File: src/rtl/subch_router_pkg.sv
package subch_router_pkg;

  localparam int NUM_ENG = 4;

  typedef enum logic [1:0] {
    ENG_2D  = 2'd0,
    ENG_3D  = 2'd1,
    ENG_CMP = 2'd2,
    ENG_DMA = 2'd3
  } eng_sel_e;

  typedef enum logic [2:0] {
    ACT_BIND     = 3'd0,
    ACT_RESERVED = 3'd1,
    ACT_FWD      = 3'd2,
    ACT_UNBOUND  = 3'd3,
    ACT_UNKNOWN  = 3'd4
  } act_e;

endpackage

File: src/rtl/subch_bind_table.sv
module subch_bind_table #(
  parameter int ENTRIES = 8,
  parameter int DATA_W  = 32,
  localparam int IDX_W  = (ENTRIES > 1) ? $clog2(ENTRIES) : 1
) (
  input  logic              clk,
  input  logic              rst_n,
  input  logic              wr_en,
  input  logic [IDX_W-1:0]  wr_idx,
  input  logic [DATA_W-1:0] wr_val,
  input  logic [IDX_W-1:0]  rd_idx,
  output logic [DATA_W-1:0] rd_val,
  output logic              rd_bound
);

  logic [DATA_W-1:0] ent_q [ENTRIES];
  logic [ENTRIES-1:0] bound_q;

  for (genvar e = 0; e < ENTRIES; e++) begin : g_ent
    always_ff @(posedge clk) begin
      if (!rst_n) begin
        ent_q[e]   <= '0;
        bound_q[e] <= 1'b0;
      end else if (wr_en && (wr_idx == IDX_W'(e))) begin
        ent_q[e]   <= wr_val;
        bound_q[e] <= 1'b1;
      end
    end
  end

  assign rd_val   = ent_q[rd_idx];
  assign rd_bound = bound_q[rd_idx];

endmodule

File: src/rtl/subch_method_decode.sv
module subch_method_decode
  import subch_router_pkg::*;
#(
  parameter int METHOD_W   = 13,
  parameter int DATA_W     = 32,
  parameter int ID_W       = 16,
  parameter int RESV_LIMIT = 'h40,
  parameter logic [NUM_ENG-1:0][ID_W-1:0] ENG_IDS = '0
) (
  input  logic [METHOD_W-1:0] method,
  input  logic                bound,
  input  logic [DATA_W-1:0]   bound_val,
  output act_e                act,
  output eng_sel_e            sel
);

  logic [NUM_ENG-1:0] hit;

  for (genvar k = 0; k < NUM_ENG; k++) begin : g_cmp
    assign hit[k] = (bound_val == {{(DATA_W-ID_W){1'b0}}, ENG_IDS[k]});
  end

  always_comb begin
    sel = ENG_2D;
    for (int k = NUM_ENG - 1; k >= 0; k--) begin
      if (hit[k]) sel = eng_sel_e'(2'(k));
    end
  end

  always_comb begin
    if (method == '0)                          act = ACT_BIND;
    else if (method < METHOD_W'(RESV_LIMIT))   act = ACT_RESERVED;
    else if (!bound)                           act = ACT_UNBOUND;
    else if (hit == '0)                        act = ACT_UNKNOWN;
    else                                       act = ACT_FWD;
  end

endmodule

File: src/rtl/subch_fwd_stage.sv
module subch_fwd_stage
  import subch_router_pkg::*;
#(
  parameter int METHOD_W = 13,
  parameter int DATA_W   = 32,
  parameter int REM_W    = 16
) (
  input  logic                clk,
  input  logic                rst_n,
  input  logic                load,
  input  eng_sel_e            load_sel,
  input  logic [METHOD_W-1:0] load_method,
  input  logic [DATA_W-1:0]   load_value,
  input  logic [REM_W-1:0]    load_remain,
  input  logic [NUM_ENG-1:0]  port_ready,
  output logic [NUM_ENG-1:0]  port_valid,
  output logic [METHOD_W-1:0] out_method,
  output logic [DATA_W-1:0]   out_value,
  output logic [REM_W-1:0]    out_remain,
  output logic                can_take
);

  logic     full_q;
  eng_sel_e sel_q;
  logic     drain;

  assign drain    = full_q && port_ready[sel_q];
  assign can_take = !full_q || port_ready[sel_q];

  always_ff @(posedge clk) begin
    if (!rst_n) begin
      full_q     <= 1'b0;
      sel_q      <= ENG_2D;
      out_method <= '0;
      out_value  <= '0;
      out_remain <= '0;
    end else if (load) begin
      full_q     <= 1'b1;
      sel_q      <= load_sel;
      out_method <= load_method;
      out_value  <= load_value;
      out_remain <= load_remain;
    end else if (drain) begin
      full_q     <= 1'b0;
    end
  end

  for (genvar p = 0; p < NUM_ENG; p++) begin : g_vld
    assign port_valid[p] = full_q && (sel_q == eng_sel_e'(2'(p)));
  end

endmodule

File: src/rtl/subch_err_flags.sv
module subch_err_flags #(
  parameter int FLAGS = 3
) (
  input  logic             clk,
  input  logic             rst_n,
  input  logic [FLAGS-1:0] set,
  input  logic             clr,
  output logic [FLAGS-1:0] flag
);

  for (genvar f = 0; f < FLAGS; f++) begin : g_flag
    always_ff @(posedge clk) begin
      if (!rst_n)      flag[f] <= 1'b0;
      else if (set[f]) flag[f] <= 1'b1;
      else if (clr)    flag[f] <= 1'b0;
    end
  end

endmodule

File: src/rtl/subch_router.sv
module subch_router
  import subch_router_pkg::*;
#(
  parameter int SUBCH_COUNT = 8,
  parameter int METHOD_W    = 13,
  parameter int DATA_W      = 32,
  parameter int REM_W       = 16,
  parameter int ID_W        = 16,
  parameter int RESV_LIMIT  = 'h40,
  parameter logic [ID_W-1:0] ID_2D  = 16'h0201,
  parameter logic [ID_W-1:0] ID_3D  = 16'h0302,
  parameter logic [ID_W-1:0] ID_CMP = 16'h0403,
  parameter logic [ID_W-1:0] ID_DMA = 16'h0504,
  localparam int SUB_W = (SUBCH_COUNT > 1) ? $clog2(SUBCH_COUNT) : 1
) (
  input  logic                clk,
  input  logic                rst_n,
  input  logic                err_clear,
  input  logic                in_valid,
  output logic                in_ready,
  input  logic [METHOD_W-1:0] in_method,
  input  logic [SUB_W-1:0]    in_subch,
  input  logic [DATA_W-1:0]   in_value,
  input  logic [REM_W-1:0]    in_remain,
  output logic                eng2d_valid,
  input  logic                eng2d_ready,
  output logic [METHOD_W-1:0] eng2d_method,
  output logic [DATA_W-1:0]   eng2d_value,
  output logic                eng3d_valid,
  input  logic                eng3d_ready,
  output logic [METHOD_W-1:0] eng3d_method,
  output logic [DATA_W-1:0]   eng3d_value,
  output logic [REM_W-1:0]    eng3d_remain,
  output logic                cmp_valid,
  input  logic                cmp_ready,
  output logic [METHOD_W-1:0] cmp_method,
  output logic [DATA_W-1:0]   cmp_value,
  output logic                dma_valid,
  input  logic                dma_ready,
  output logic [METHOD_W-1:0] dma_method,
  output logic [DATA_W-1:0]   dma_value,
  output logic                err_unbound,
  output logic                err_reserved,
  output logic                err_unknown
);

  localparam logic [NUM_ENG-1:0][ID_W-1:0] ENG_IDS = {ID_DMA, ID_CMP, ID_3D, ID_2D};

  logic                accept;
  logic [DATA_W-1:0]   lk_val;
  logic                lk_bound;
  act_e                act;
  eng_sel_e            sel;
  logic [NUM_ENG-1:0]  pv;
  logic [NUM_ENG-1:0]  pr;
  logic [METHOD_W-1:0] st_method;
  logic [DATA_W-1:0]   st_value;
  logic [REM_W-1:0]    st_remain;
  logic                can_take;
  logic [2:0]          err_set;
  logic [2:0]          err_q;

  assign in_ready = can_take;
  assign accept   = in_valid && can_take;

  subch_bind_table #(
    .ENTRIES (SUBCH_COUNT),
    .DATA_W  (DATA_W)
  ) table_i (
    .clk      (clk),
    .rst_n    (rst_n),
    .wr_en    (accept && (act == ACT_BIND)),
    .wr_idx   (in_subch),
    .wr_val   (in_value),
    .rd_idx   (in_subch),
    .rd_val   (lk_val),
    .rd_bound (lk_bound)
  );

  subch_method_decode #(
    .METHOD_W   (METHOD_W),
    .DATA_W     (DATA_W),
    .ID_W       (ID_W),
    .RESV_LIMIT (RESV_LIMIT),
    .ENG_IDS    (ENG_IDS)
  ) decode_i (
    .method    (in_method),
    .bound     (lk_bound),
    .bound_val (lk_val),
    .act       (act),
    .sel       (sel)
  );

  assign pr = {dma_ready, cmp_ready, eng3d_ready, eng2d_ready};

  subch_fwd_stage #(
    .METHOD_W (METHOD_W),
    .DATA_W   (DATA_W),
    .REM_W    (REM_W)
  ) stage_i (
    .clk         (clk),
    .rst_n       (rst_n),
    .load        (accept && (act == ACT_FWD)),
    .load_sel    (sel),
    .load_method (in_method),
    .load_value  (in_value),
    .load_remain (in_remain),
    .port_ready  (pr),
    .port_valid  (pv),
    .out_method  (st_method),
    .out_value   (st_value),
    .out_remain  (st_remain),
    .can_take    (can_take)
  );

  assign err_set[0] = accept && (act == ACT_UNBOUND);
  assign err_set[1] = accept && (act == ACT_RESERVED);
  assign err_set[2] = accept && (act == ACT_UNKNOWN);

  subch_err_flags #(.FLAGS(3)) flags_i (
    .clk   (clk),
    .rst_n (rst_n),
    .set   (err_set),
    .clr   (err_clear),
    .flag  (err_q)
  );

  assign err_unbound  = err_q[0];
  assign err_reserved = err_q[1];
  assign err_unknown  = err_q[2];

  assign eng2d_valid  = pv[ENG_2D];
  assign eng2d_method = st_method;
  assign eng2d_value  = st_value;
  assign eng3d_valid  = pv[ENG_3D];
  assign eng3d_method = st_method;
  assign eng3d_value  = st_value;
  assign eng3d_remain = st_remain;
  assign cmp_valid    = pv[ENG_CMP];
  assign cmp_method   = st_method;
  assign cmp_value    = st_value;
  assign dma_valid    = pv[ENG_DMA];
  assign dma_method   = st_method;
  assign dma_value    = st_value;

endmodule

File: config.mk
export PLATFORM = sky130hd
export DESIGN_NAME = subch_router
export DESIGN_NICKNAME = d
export VERILOG_FILES = /design/src/rtl/subch_router_pkg.sv /design/src/rtl/subch_bind_table.sv /design/src/rtl/subch_method_decode.sv /design/src/rtl/subch_fwd_stage.sv /design/src/rtl/subch_err_flags.sv /design/src/rtl/subch_router.sv
export SDC_FILE = /design/constraint.sdc
export NUM_CORES = 1
export LEC_CHECK = 0
export ABC_AREA = 1
export BUFFER_PORTS_ARGS = -buffer_cell sky130_fd_sc_hd__buf_2
export CELL_PAD_IN_SITES_DETAIL_PLACEMENT = 1
export CELL_PAD_IN_SITES_GLOBAL_PLACEMENT = 1
export CORE_ASPECT_RATIO = 0.8
export CORE_MARGIN = 2
export CORE_UTILIZATION = 42
export DETAILED_ROUTE_END_ITERATION = 10
export GPL_ROUTABILITY_DRIVEN = 0
export MAX_ROUTING_LAYER = met4
export PLACE_DENSITY_LB_ADDON = 0.12
export SLEW_MARGIN = 5
export SYNTH_ARGS = -nofsm -noshare
export SYNTH_HDL_FRONTEND = slang
export SYNTH_SLANG_ARGS = --single-unit
File: constraint.sdc
create_clock -name clk -period 3.1 [get_ports clk]
set_clock_uncertainty 0.2 [all_clocks]
set_input_delay 0 -clock clk [delete_from_list [all_inputs] [get_ports clk]]
set_output_delay 0 -clock clk [all_outputs]
set_load 0.02 [all_outputs]
==> results of run 1 <==
==> cell usage in the layout (no fill, tap or decap), types with 2 or more instances in the layout <==
cell type      instances
nand2_1              410
clkbuf_16             37
dlygate4sd3_1         79
o22ai_1                2
nand2_2                2
bufinv_16              4
o21ai_1                2
inv_6                  2
clkbuf_1              12
nand3b_1               2
clkinv_1               6
nor2_1               488
nand3_1               42
edfxtp_1             256
buf_12                 8
nor2_2                 3
a21oi_1                8
inv_2                  3
buf_4                 38
clkinv_2               3
buf_2                274
inv_1                123
dfxtp_1               75
or2_2                  3
o21ai_0               22
nor3_1                15
nand4_1                5
==> cells by family (layout without fill, tap and decap cells) <==
kind of cell / after synthesis / after routing / synth area share, %
DFF: 331 / 331 / 61.2
and+or+nand+nor: 974 / 974 / 25.1
buffers and inverters: 327 / 592 / 12.1
AOI/OAI and AO/OA: 41 / 41 / 1.51
==> tightest hold or removal path: stages <==
cell	delay, ps
dlygate4sd3_1	520
buf_2	90
nor2_1	30
nor2_1	80
==> power groups by stage <==
stage	Combinational (W)	Clock, W	Sequential (W)
floorplan	0.000758	0	0.00517
global placement	0.00109	0	0.00510
detailed placement	0.00111	0	0.00511
CTS	0.00120	0.00440	0.00502
global route	0.00130	0.00458	0.00504
finish	0.00119	0.00431	0.00502
==> timing repair <==
action / in CTS / in global routing
endpoints found under the hold margin: 336 / 0
gates resized for setup: 0 / 6
hold buffers: 79 / 0
endpoints found under the setup margin: 0 / 42
==> metal layers <==
metal	global-route usage (%)	vias up	routed length, um
met5	-	-	0
met1	29.2	5702	18500
met2	41.3	243	21600
met4	4.80	0	590
li1	-	5599	-
met3	3.13	44	1790
==> flip-flops by register name, indices dropped and copies added, names as in the netlist <==
signal,count
stage_i.out_value,32
flags_i.flag,3
stage_i.sel_q,2
table_i.ent_q,256
stage_i.out_remain,16
stage_i.full_q,1
table_i.bound_q,8
stage_i.out_method,13
==> stage by stage <==
stage / setup WS, ps / cells / TNS (ps)
2_1_floorplan: 415 / 1673 / 0
3_3_place_gp: 287 / 2265 / 0
3_5_place_dp: 218 / 2265 / 0
4_1_cts: 101 / 2410 / 0
5_1_grt: -16.4 / 2410 / -16.4
6_report: 192 / 2410 / 0
==> area by class of cell <==
cell class,instances,area share [%]
clock buffers,50,5.45
inverters,126,2.62
well taps,472,3.27
flip-flops and latches,331,50.9
repair buffers,400,14.5
multi-input cells,1015,22.3
clock inverters,16,1.01
==> worst paths after layout <==
path,cells after the start,start,end
setup / recovery,15,table_i.ent_q[5][21],stage_i.out_value[11]
setup reg to reg,15,table_i.ent_q[5][21],stage_i.out_value[11]
hold / removal,4,in_remain[1],stage_i.out_remain[1]
hold reg to reg,2,table_i.bound_q[2],table_i.bound_q[2]
==> impl_metrics.yaml, run 1 <==
cells_and_area:
  antennaDiodeCount: 0
  finalNetCount: 1983
  nFillCells: 4176
  multi_input_area_um2: 4020
  drive_gt1_share_pct: 19.8
  syn2layout_area_growth_pct: 20.4
  design_area_um2: 18100
  regArea_um2: 9190
  final_util_pct: 51.7
power:
  switchingPower_w: 0.00263
  ir_worst_vdd_v: 0.000308
  power.share.switching_pct: 25.1
  power.density_nw_per_um2: 582
  cellInternalPower_w: 0.00788
  pwr-share-seq_pct: 47.7
  p_leak_nw: 8.73
  pwr-share-clk_pct: 41.0
  power_w: 0.0105
  combPwrFrac_pct: 11.3
worst_setup_path:
  reg2reg_setup_slack_ps: 190
  path_buf_inv: 3
  crit_chain: "nor2_1 -> nand2_1 -> nor2_1 -> o21a_1 -> nand3_1 -> nand2_1 -> nand2_1 -> inv_2 -> nand2_1 -> nand3_1 -> o21bai_4 -> buf_6 -> nor2_1 -> nor2_1 -> dlygate4sd3_1"
  slowest_delay_ps: 560
  worstPathRequired_ps: 3310
  critPathLaunchType: "register"
  cp_max_fo: 20
  critPathKind: "reg2reg"
  crit_family: "simple AND/OR/NAND/NOR gates"
  arrival_ps: 3110
  end_kind: "register"
  critPathSlowestCell: "dlygate4sd3_1"
sta:
  setup_viol: 0
  period_minus_slack_ps: 2910
  maxSlewHeadroom_pct: 38.1
  hold_viol: 0
  min_period_over_period_pct: 93.8
  worst_pin_slew_ps: 929
  drv_slew: 0
  holdWs_ps: 32.7
  fmax_mhz: 344
synthesis:
  postSynth.asyncResetShare_pct: 0
  ys_types: 31
  synth_area_um2: 15000
  yosysSeqAreaShare_pct: 61.2
  synth-edff-count: 256
  synth.ff_latch_count: 331
  synthCells: 1673
  synth_common_cells: "nor2_1, nand2_1, edfxtp_1"
  synth.top_cell.area_share_pct: 51.2
  avgSynthCellArea_um2: 8.97
  yosysMostFrequentCell: "nor2_1"
  synth_area_leaders: "edfxtp_1, nor2_1, nand2_1"
  syn_nets: 1745
  ys.warnings.count: 0
  synth_area_leader_cell: "edfxtp_1"
  ys.flop_type: "edfxtp_1"
clocking:
  cts.sinks: 331
  cts_root_buf: "clkbuf_16"
  clkLatencyLatePin_ps: 530
  path_clk_slew_ps: 60
  cts_buffers: 37
  htree_levels: 2
  cts_setup_buffers: 0
  cts_buffer_depth: 3
  cts_tree: "yes"
global_routing:
  gr-total-overflow: 0
  antenna_found_initial: 0
  grt_use_total_pct: 23.5
  grt_pass1_wl_um: 67000
  grt_pass1_vias: 12100
  grt_max_degree: 73
drt:
  routedWlPerCell_um: 17.6
  drtIter0Drc: 657
  drc: 0
  postRouteAntennaNets: 0
  viasPerCell: 4.81
  vias: 11600
  routed_wl_um: 42500
  dr.pass1.iters: 5
floorplan:
  core_area_um2: 35000
  core.rowCount: 61
  dieArea_um2: 37300
  die_y_um: 173
  ioPinCount: 276
  dieWidth_um: 215
  start_util_pct: 42.9
run:
  maxCapViolCount: 0
status:
  outcome: "complete, no violations"
worst_hold_path:
  hold_class: "in2reg"
place:
  dpl_cell_area_um2: 16100
  dp_hpwl_um: 27400
  port_buffers: 275
(Power assumes the default switching activity.)
==> run 2: changes to the inputs <==
--- a/config.mk
+++ b/config.mk
@@ -16,6 +16,7 @@
 export GPL_ROUTABILITY_DRIVEN = 0
 export MAX_ROUTING_LAYER = met4
 export PLACE_DENSITY_LB_ADDON = 0.12
+export REMOVE_ABC_BUFFERS = 1
 export SLEW_MARGIN = 5
 export SYNTH_ARGS = -nofsm -noshare
 export SYNTH_HDL_FRONTEND = slang
==> run 2 against run 1 <==
Fmax is 1.2% higher. Sequential cell count did not move. Final cell count increased by 0.37%. Setup slack improved by 34 ps. Largest cell class unchanged. Highest routed layer unchanged.
==> impl_metrics.yaml, run 2 (same netlist as run 1, synthesis figures left out) <==
status:
  outcome: "complete, no violations"
global_routing:
  antenna_found_initial: 0
  grt_pass1_wl_um: 67300
  gr-total-overflow: 0
  grt_max_degree: 50
  grt_pass1_vias: 12100
  grt_use_total_pct: 23.9
power:
  ir_worst_vdd_v: 0.000329
  p_leak_nw: 8.85
  power.density_nw_per_um2: 590
run:
  maxCapViolCount: 0
floorplan:
  core_area_um2: 35000
  dieArea_um2: 37300
  start_util_pct: 42.9
  core.rowCount: 61
  ioPinCount: 276
  dieWidth_um: 215
  die_y_um: 173
clocking:
  path_clk_slew_ps: 60
  cts.sinks: 331
  cts_buffers: 37
  cts_tree: "yes"
  clkLatencyLatePin_ps: 530
  cts_buffer_depth: 3
  cts_root_buf: "clkbuf_16"
  htree_levels: 2
sta:
  drv_slew: 0
  worst_pin_slew_ps: 1050
  fmax_mhz: 348
  maxSlewHeadroom_pct: 29.8
  min_period_over_period_pct: 92.7
  setup_viol: 0
  hold_viol: 0
  period_minus_slack_ps: 2870
place:
  dpl_cell_area_um2: 16100
  port_buffers: 275
  dp_hpwl_um: 28000
cells_and_area:
  drive_gt1_share_pct: 21.6
  final_util_pct: 52.4
  syn2layout_area_growth_pct: 22.0
  top_regs: "table_i.ent_q (256), stage_i.out_value (32), stage_i.out_remain (16)"
  finalNetCount: 1990
  final_common_cell: "nor2_1"
  antennaDiodeCount: 0
  design_area_um2: 18300
  largest_reg_flops: 256
  regMostFlops: "table_i.ent_q"
  layout_common_cells: "nor2_1, nand2_1, buf_2, edfxtp_1, inv_1"
  nFillCells: 4121
drt:
  drtIter0Drc: 667
  routed_wl_um: 43100
  dr.pass1.iters: 5
  vias: 11700
  postRouteAntennaNets: 0
  routedWlPerCell_um: 17.8
  drc: 0
  viasPerCell: 4.84
worst_hold_path:
  whs_path_depth: 4
  hold_class: "in2reg"
worst_setup_path:
  end_kind: "register"
  critPathKind: "reg2reg"
  worstPathRequired_ps: 3370
  critPathLaunchType: "register"
  arrival_ps: 3140
  cp_max_fo: 11
  r2r_cells: 18
run 2: changes by cell type in the layout (fill, tap and decap cells not counted), sizes merged:
| cell | previous run | this run |
|---|---|---|
| dlygate4sd3 | 79 | 80 |
| bufinv | 4 | 3 |
| buf | 321 | 327 |
| clkbuf | 50 | 53 |
run 2: power by group:
| group | leakage (nW) | internal, W | switching (W) |
|---|---|---|---|
| Clock | 0.633 | 0.00277 | 0.00179 |
| Combinational | 4.94 | 0.000401 | 0.000820 |
| Sequential | 3.28 | 0.00493 | 0.0000882 |
run 2: worst max-delay path: stages (launching register included):
cell and delay (ps):
edfxtp_1 360, nor2_1 230, nor2_1 80, nor2_1 100
nand2_1 50, nor2_1 80, nand3_1 100, nand2_2 120
nand2_1 70, inv_2 80, nand3_1 80, nand2_2 120
o21bai_4 90, buf_12 160, buf_4 160, nand2_1 60
nand2_1 40, nor2_1 100, dlygate4sd3_1 540
run 2: area by class of cell:
cell class,instances,area (um^2),share of cell area (%)
Multi-Input combinational cell,1015,4080,22.3
Inverter,126,473,2.58
Timing Repair Buffer,407,2690,14.7
Clock buffer,53,1120,6.11
Clock inverter,15,159,0.868
Sequential cell,331,9190,50.2
Tap cell,472,591,3.23
run 2: worst paths after layout:
kind / start / slack, ps / endpoint
hold / removal: in_remain[3] / 40 / stage_i.out_remain[3]
setup reg to reg: table_i.ent_q[6][29] / 230 / stage_i.out_method[12]
setup / recovery: table_i.ent_q[6][29] / 230 / stage_i.out_method[12]
hold reg to reg: table_i.bound_q[3] / 250 / table_i.bound_q[3]
run 2: layer usage:
layer  GRT usage [%]  vias to the layer above  part of all wire [%]
li1                -                     5624                     -
met1            30.6                     5747                    44
met2            40.0                      279                    49
met3            3.43                       54                   5.0
met4            6.01                        0                   1.8
met5               -                        -                     0
run 2: stage by stage:
step                      cells  power (W)  setup slack (ps)  hold slack [ps]  setup TNS [ps]
after global placement     2270    0.00621               380             24.3               0
after detailed placement   2270    0.00625               259             31.3               0
after CTS                  2421     0.0109              12.1             12.9               0
after floorplan            1472    0.00574             -3130            -88.5         -192640
after global routing       2419     0.0112             -5.03             61.5           -9.12
final                      2419     0.0108               226             38.2               0
run 2: repair_timing:
action / 4_1_cts / 5_1_grt
resized for setup: 0 / 30
hold endpoints to repair: 330 / 1
hold buffers: 83 / 2
setup buffers: 0 / 1
endpoints found under the setup margin: 0 / 14
==> run 3: changes to the inputs <==
--- a/config.mk
+++ b/config.mk
@@ -7,11 +7,12 @@
 export LEC_CHECK = 0
 export ABC_AREA = 1
 export BUFFER_PORTS_ARGS = -buffer_cell sky130_fd_sc_hd__buf_2
+export CAP_MARGIN = 20
 export CELL_PAD_IN_SITES_DETAIL_PLACEMENT = 1
 export CELL_PAD_IN_SITES_GLOBAL_PLACEMENT = 1
 export CORE_ASPECT_RATIO = 0.8
 export CORE_MARGIN = 2
-export CORE_UTILIZATION = 42
+export CORE_UTILIZATION = 38
 export DETAILED_ROUTE_END_ITERATION = 10
 export GPL_ROUTABILITY_DRIVEN = 0
 export MAX_ROUTING_LAYER = met4
==> constraint.sdc (replaced) <==
create_clock -name clk -period 2.39 [get_ports clk]
set_clock_uncertainty 0.2 [all_clocks]
set_input_delay 0 -clock clk [delete_from_list [all_inputs] [get_ports clk]]
set_output_delay 0 -clock clk [all_outputs]
set_load 0.02 [all_outputs]
==> run 3 against run 2 <==
Clock power is 22% higher. Power is 29% higher. The run now ends with negative setup slack left. Hold slack worse by 25 ps. Combinational power is 49% higher. Final cell count is 4.5% higher. Critical endpoint is now stage_i.out_remain[0]. Sequential power is 30% higher. Core utilization is 2.9 points lower. First-iteration DRC count is 29% higher. Wire length is 9.6% higher. Fmax is 16% higher. Critical path type unchanged. Die area is 10% higher. Setup slack worse by 310 ps.
==> impl_metrics.yaml, run 3 (same netlist as run 1, synthesis figures left out) <==
power:
  p_leak_nw: 9.22
  power.density_nw_per_um2: 717
  power_w: 0.0139
  ir_worst_vdd_v: 0.000442
floorplan:
  dieWidth_um: 226
  ioPinCount: 276
  core_area_um2: 39200
  dieArea_um2: 41100
  die_y_um: 182
  start_util_pct: 38.3
  core.rowCount: 65
worst_setup_path:
  reg2reg_from: "table_i.ent_q[2][12]"
  crit_chain: "nor2_1 -> nor2_1 -> nor2_1 -> nand2_1 -> nor2_1 -> nand2_1 -> nand2_1 -> nand2_4 -> nor2_4 -> nand3_4 -> nand2_2 -> o21bai_4 -> clkbuf_16 -> buf_12 -> nand2_4 -> nand2_1 -> nor2_1"
  critPathLaunchType: "register"
  reg2reg_setup_slack_ps: -80
  cp_common_cell: "nor2_1"
  end_kind: "register"
  path_buf_inv: 2
  r2r_cells: 17
  arrival_ps: 2730
  slowest_delay_ps: 380
  cp_max_fo: 8
  crit_family: "simple AND/OR/NAND/NOR gates"
  r2r-end: "stage_i.out_remain[0]"
  worstPathRequired_ps: 2650
  critPathSlowestCell: "edfxtp_1"
  critPathKind: "reg2reg"
run:
  maxCapViolCount: 0
worst_hold_path:
  hold_class: "in2reg"
  worstHoldStart: "in_value[25]"
  whs_path_depth: 4
  min_to: "stage_i.out_value[25]"
place:
  dp_slack_ps: -230
  dp_hpwl_um: 30000
  port_buffers: 275
cells_and_area:
  layout_common_cells: "nor2_1, nand2_1, buf_2, edfxtp_1, inv_1"
  top_regs: "table_i.ent_q (256), stage_i.out_value (32), stage_i.out_remain (16)"
  drive_gt1_share_pct: 26.8
  regArea_um2: 9190
  syn2layout_area_growth_pct: 29.2
  final_common_cell: "nor2_1"
  largest_reg_flops: 256
  finalNetCount: 2035
  regMostFlops: "table_i.ent_q"
  antennaDiodeCount: 0
  multi_input_area_um2: 4330
  nFillCells: 4530
clocking:
  cts_tree: "yes"
  path_clk_slew_ps: 60
  cts_buffers: 37
  clkLatencyLatePin_ps: 550
  cts_root_buf: "clkbuf_16"
  cts_buffer_depth: 3
  htree_levels: 2
  cts.sinks: 331
sta:
  min_period_over_period_pct: 103
  fmax_mhz: 405
  period_minus_slack_ps: 2470
  finalWorstSetupSlack_ps: -79.2
  hold_viol: 0
  worst_pin_slew_ps: 834
  drv_slew: 0
  finalSetupTns_ps: -1080
  maxSlewHeadroom_pct: 44.4
  rsz0062_at_grt: "true"
  setup_viol: 43
drt:
  routedWlPerCell_um: 18.7
  vias: 11900
  postRouteAntennaNets: 0
  routed_wl_um: 47300
  drtIter0Drc: 861
  drc: 0
  viasPerCell: 4.73
  dr.pass1.iters: 7
global_routing:
  grt_use_total_pct: 22.6
  grt_max_degree: 62
  antenna_found_initial: 0
  gr-total-overflow: 0
  grt_pass1_vias: 12400
  grt_pass1_wl_um: 68800
status:
  outcome: "complete, but fails checks"
  violations: "negative setup slack"
[run 3: changes by cell type in the layout (fill, tap and decap cells not counted), moves of 14 or more]
cell and change:
buf_12 +26, nand2_2 +36, nand2_4 +14, buf_4 +14, nand2_1 -50
[run 3: worst max-delay path by stage]
stage | startpoint | end | slack [ps] | cells after the start
2_1_floorplan | in_subch[0] | stage_i.sel_q[1] | -3840 | 13
3_3_place_gp | in_subch[0] | stage_i.out_value[19] | -190 | 20
3_5_place_dp | in_subch[0] | stage_i.out_value[11] | -230 | 20
4_1_cts | table_i.ent_q[1][4] | stage_i.out_value[23] | -3 | 14
5_1_grt | table_i.ent_q[2][12] | stage_i.out_remain[9] | -220 | 17
6_report | table_i.ent_q[2][12] | stage_i.out_remain[0] | -80 | 17
[run 3: metal layers]
layer	track usage, %	share of wire (%)	vias to the layer above
li1	-	-	5711
met1	29.5	46	5944
met2	37.6	49	241
met3	2.96	4.2	49
met4	4.63	1.3	0
met5	-	0	-
[run 3: power breakdown]
part	total [W]	switching (W)	internal [W]	leakage, nW
clock	0.00556	0.00233	0.00323	0.572
sequential	0.00651	0.000114	0.00639	3.28
combinational	0.00182	0.00116	0.000665	5.37
total	0.0139	0.00361	0.0103	9.22
[run 3: layout make-up]
cell class                 count  area share [%]
sequential                   331            47.4
tap                          536            3.46
inverter                     126            2.46
multi-input combinational   1015            22.3
clock inverter                 6           0.168
timing repair buffer         452            18.3
clock buffer                  62            5.84
[run 3: repair_timing]
action	CTS	global route
setup buffers	1	3
setup endpoints to repair	204	483
gates cloned	0	12
resized for setup	12	107
pin swaps	0	26
hold endpoints to repair	331	0
hold buffers	69	0
[run 3: metrics by stage]
step	cells	hold slack (ps)	util (%)	area [um^2]
finish	2528	13.0	49.5	19400
global route	2528	38.2	49.5	19400
floorplan	1472	-88.5	-	13700
detailed placement	2376	32.7	43.0	16900
global placement	2376	22.8	43.0	16900
CTS	2514	14.3	47.9	18800
[run 3: worst register-to-register path, stage by stage, from the launching register on]
cell and delay [ps]:
edfxtp_1 380, nor2_1 150, nor2_1 70, nor2_1 100
nand2_1 80, nor2_1 90, nand2_1 60, nand2_1 140
nand2_4 100, nor2_4 120, nand3_4 80, nand2_2 100
o21bai_4 120, clkbuf_16 210, buf_12 160, nand2_4 50
nand2_1 60, nor2_1 140
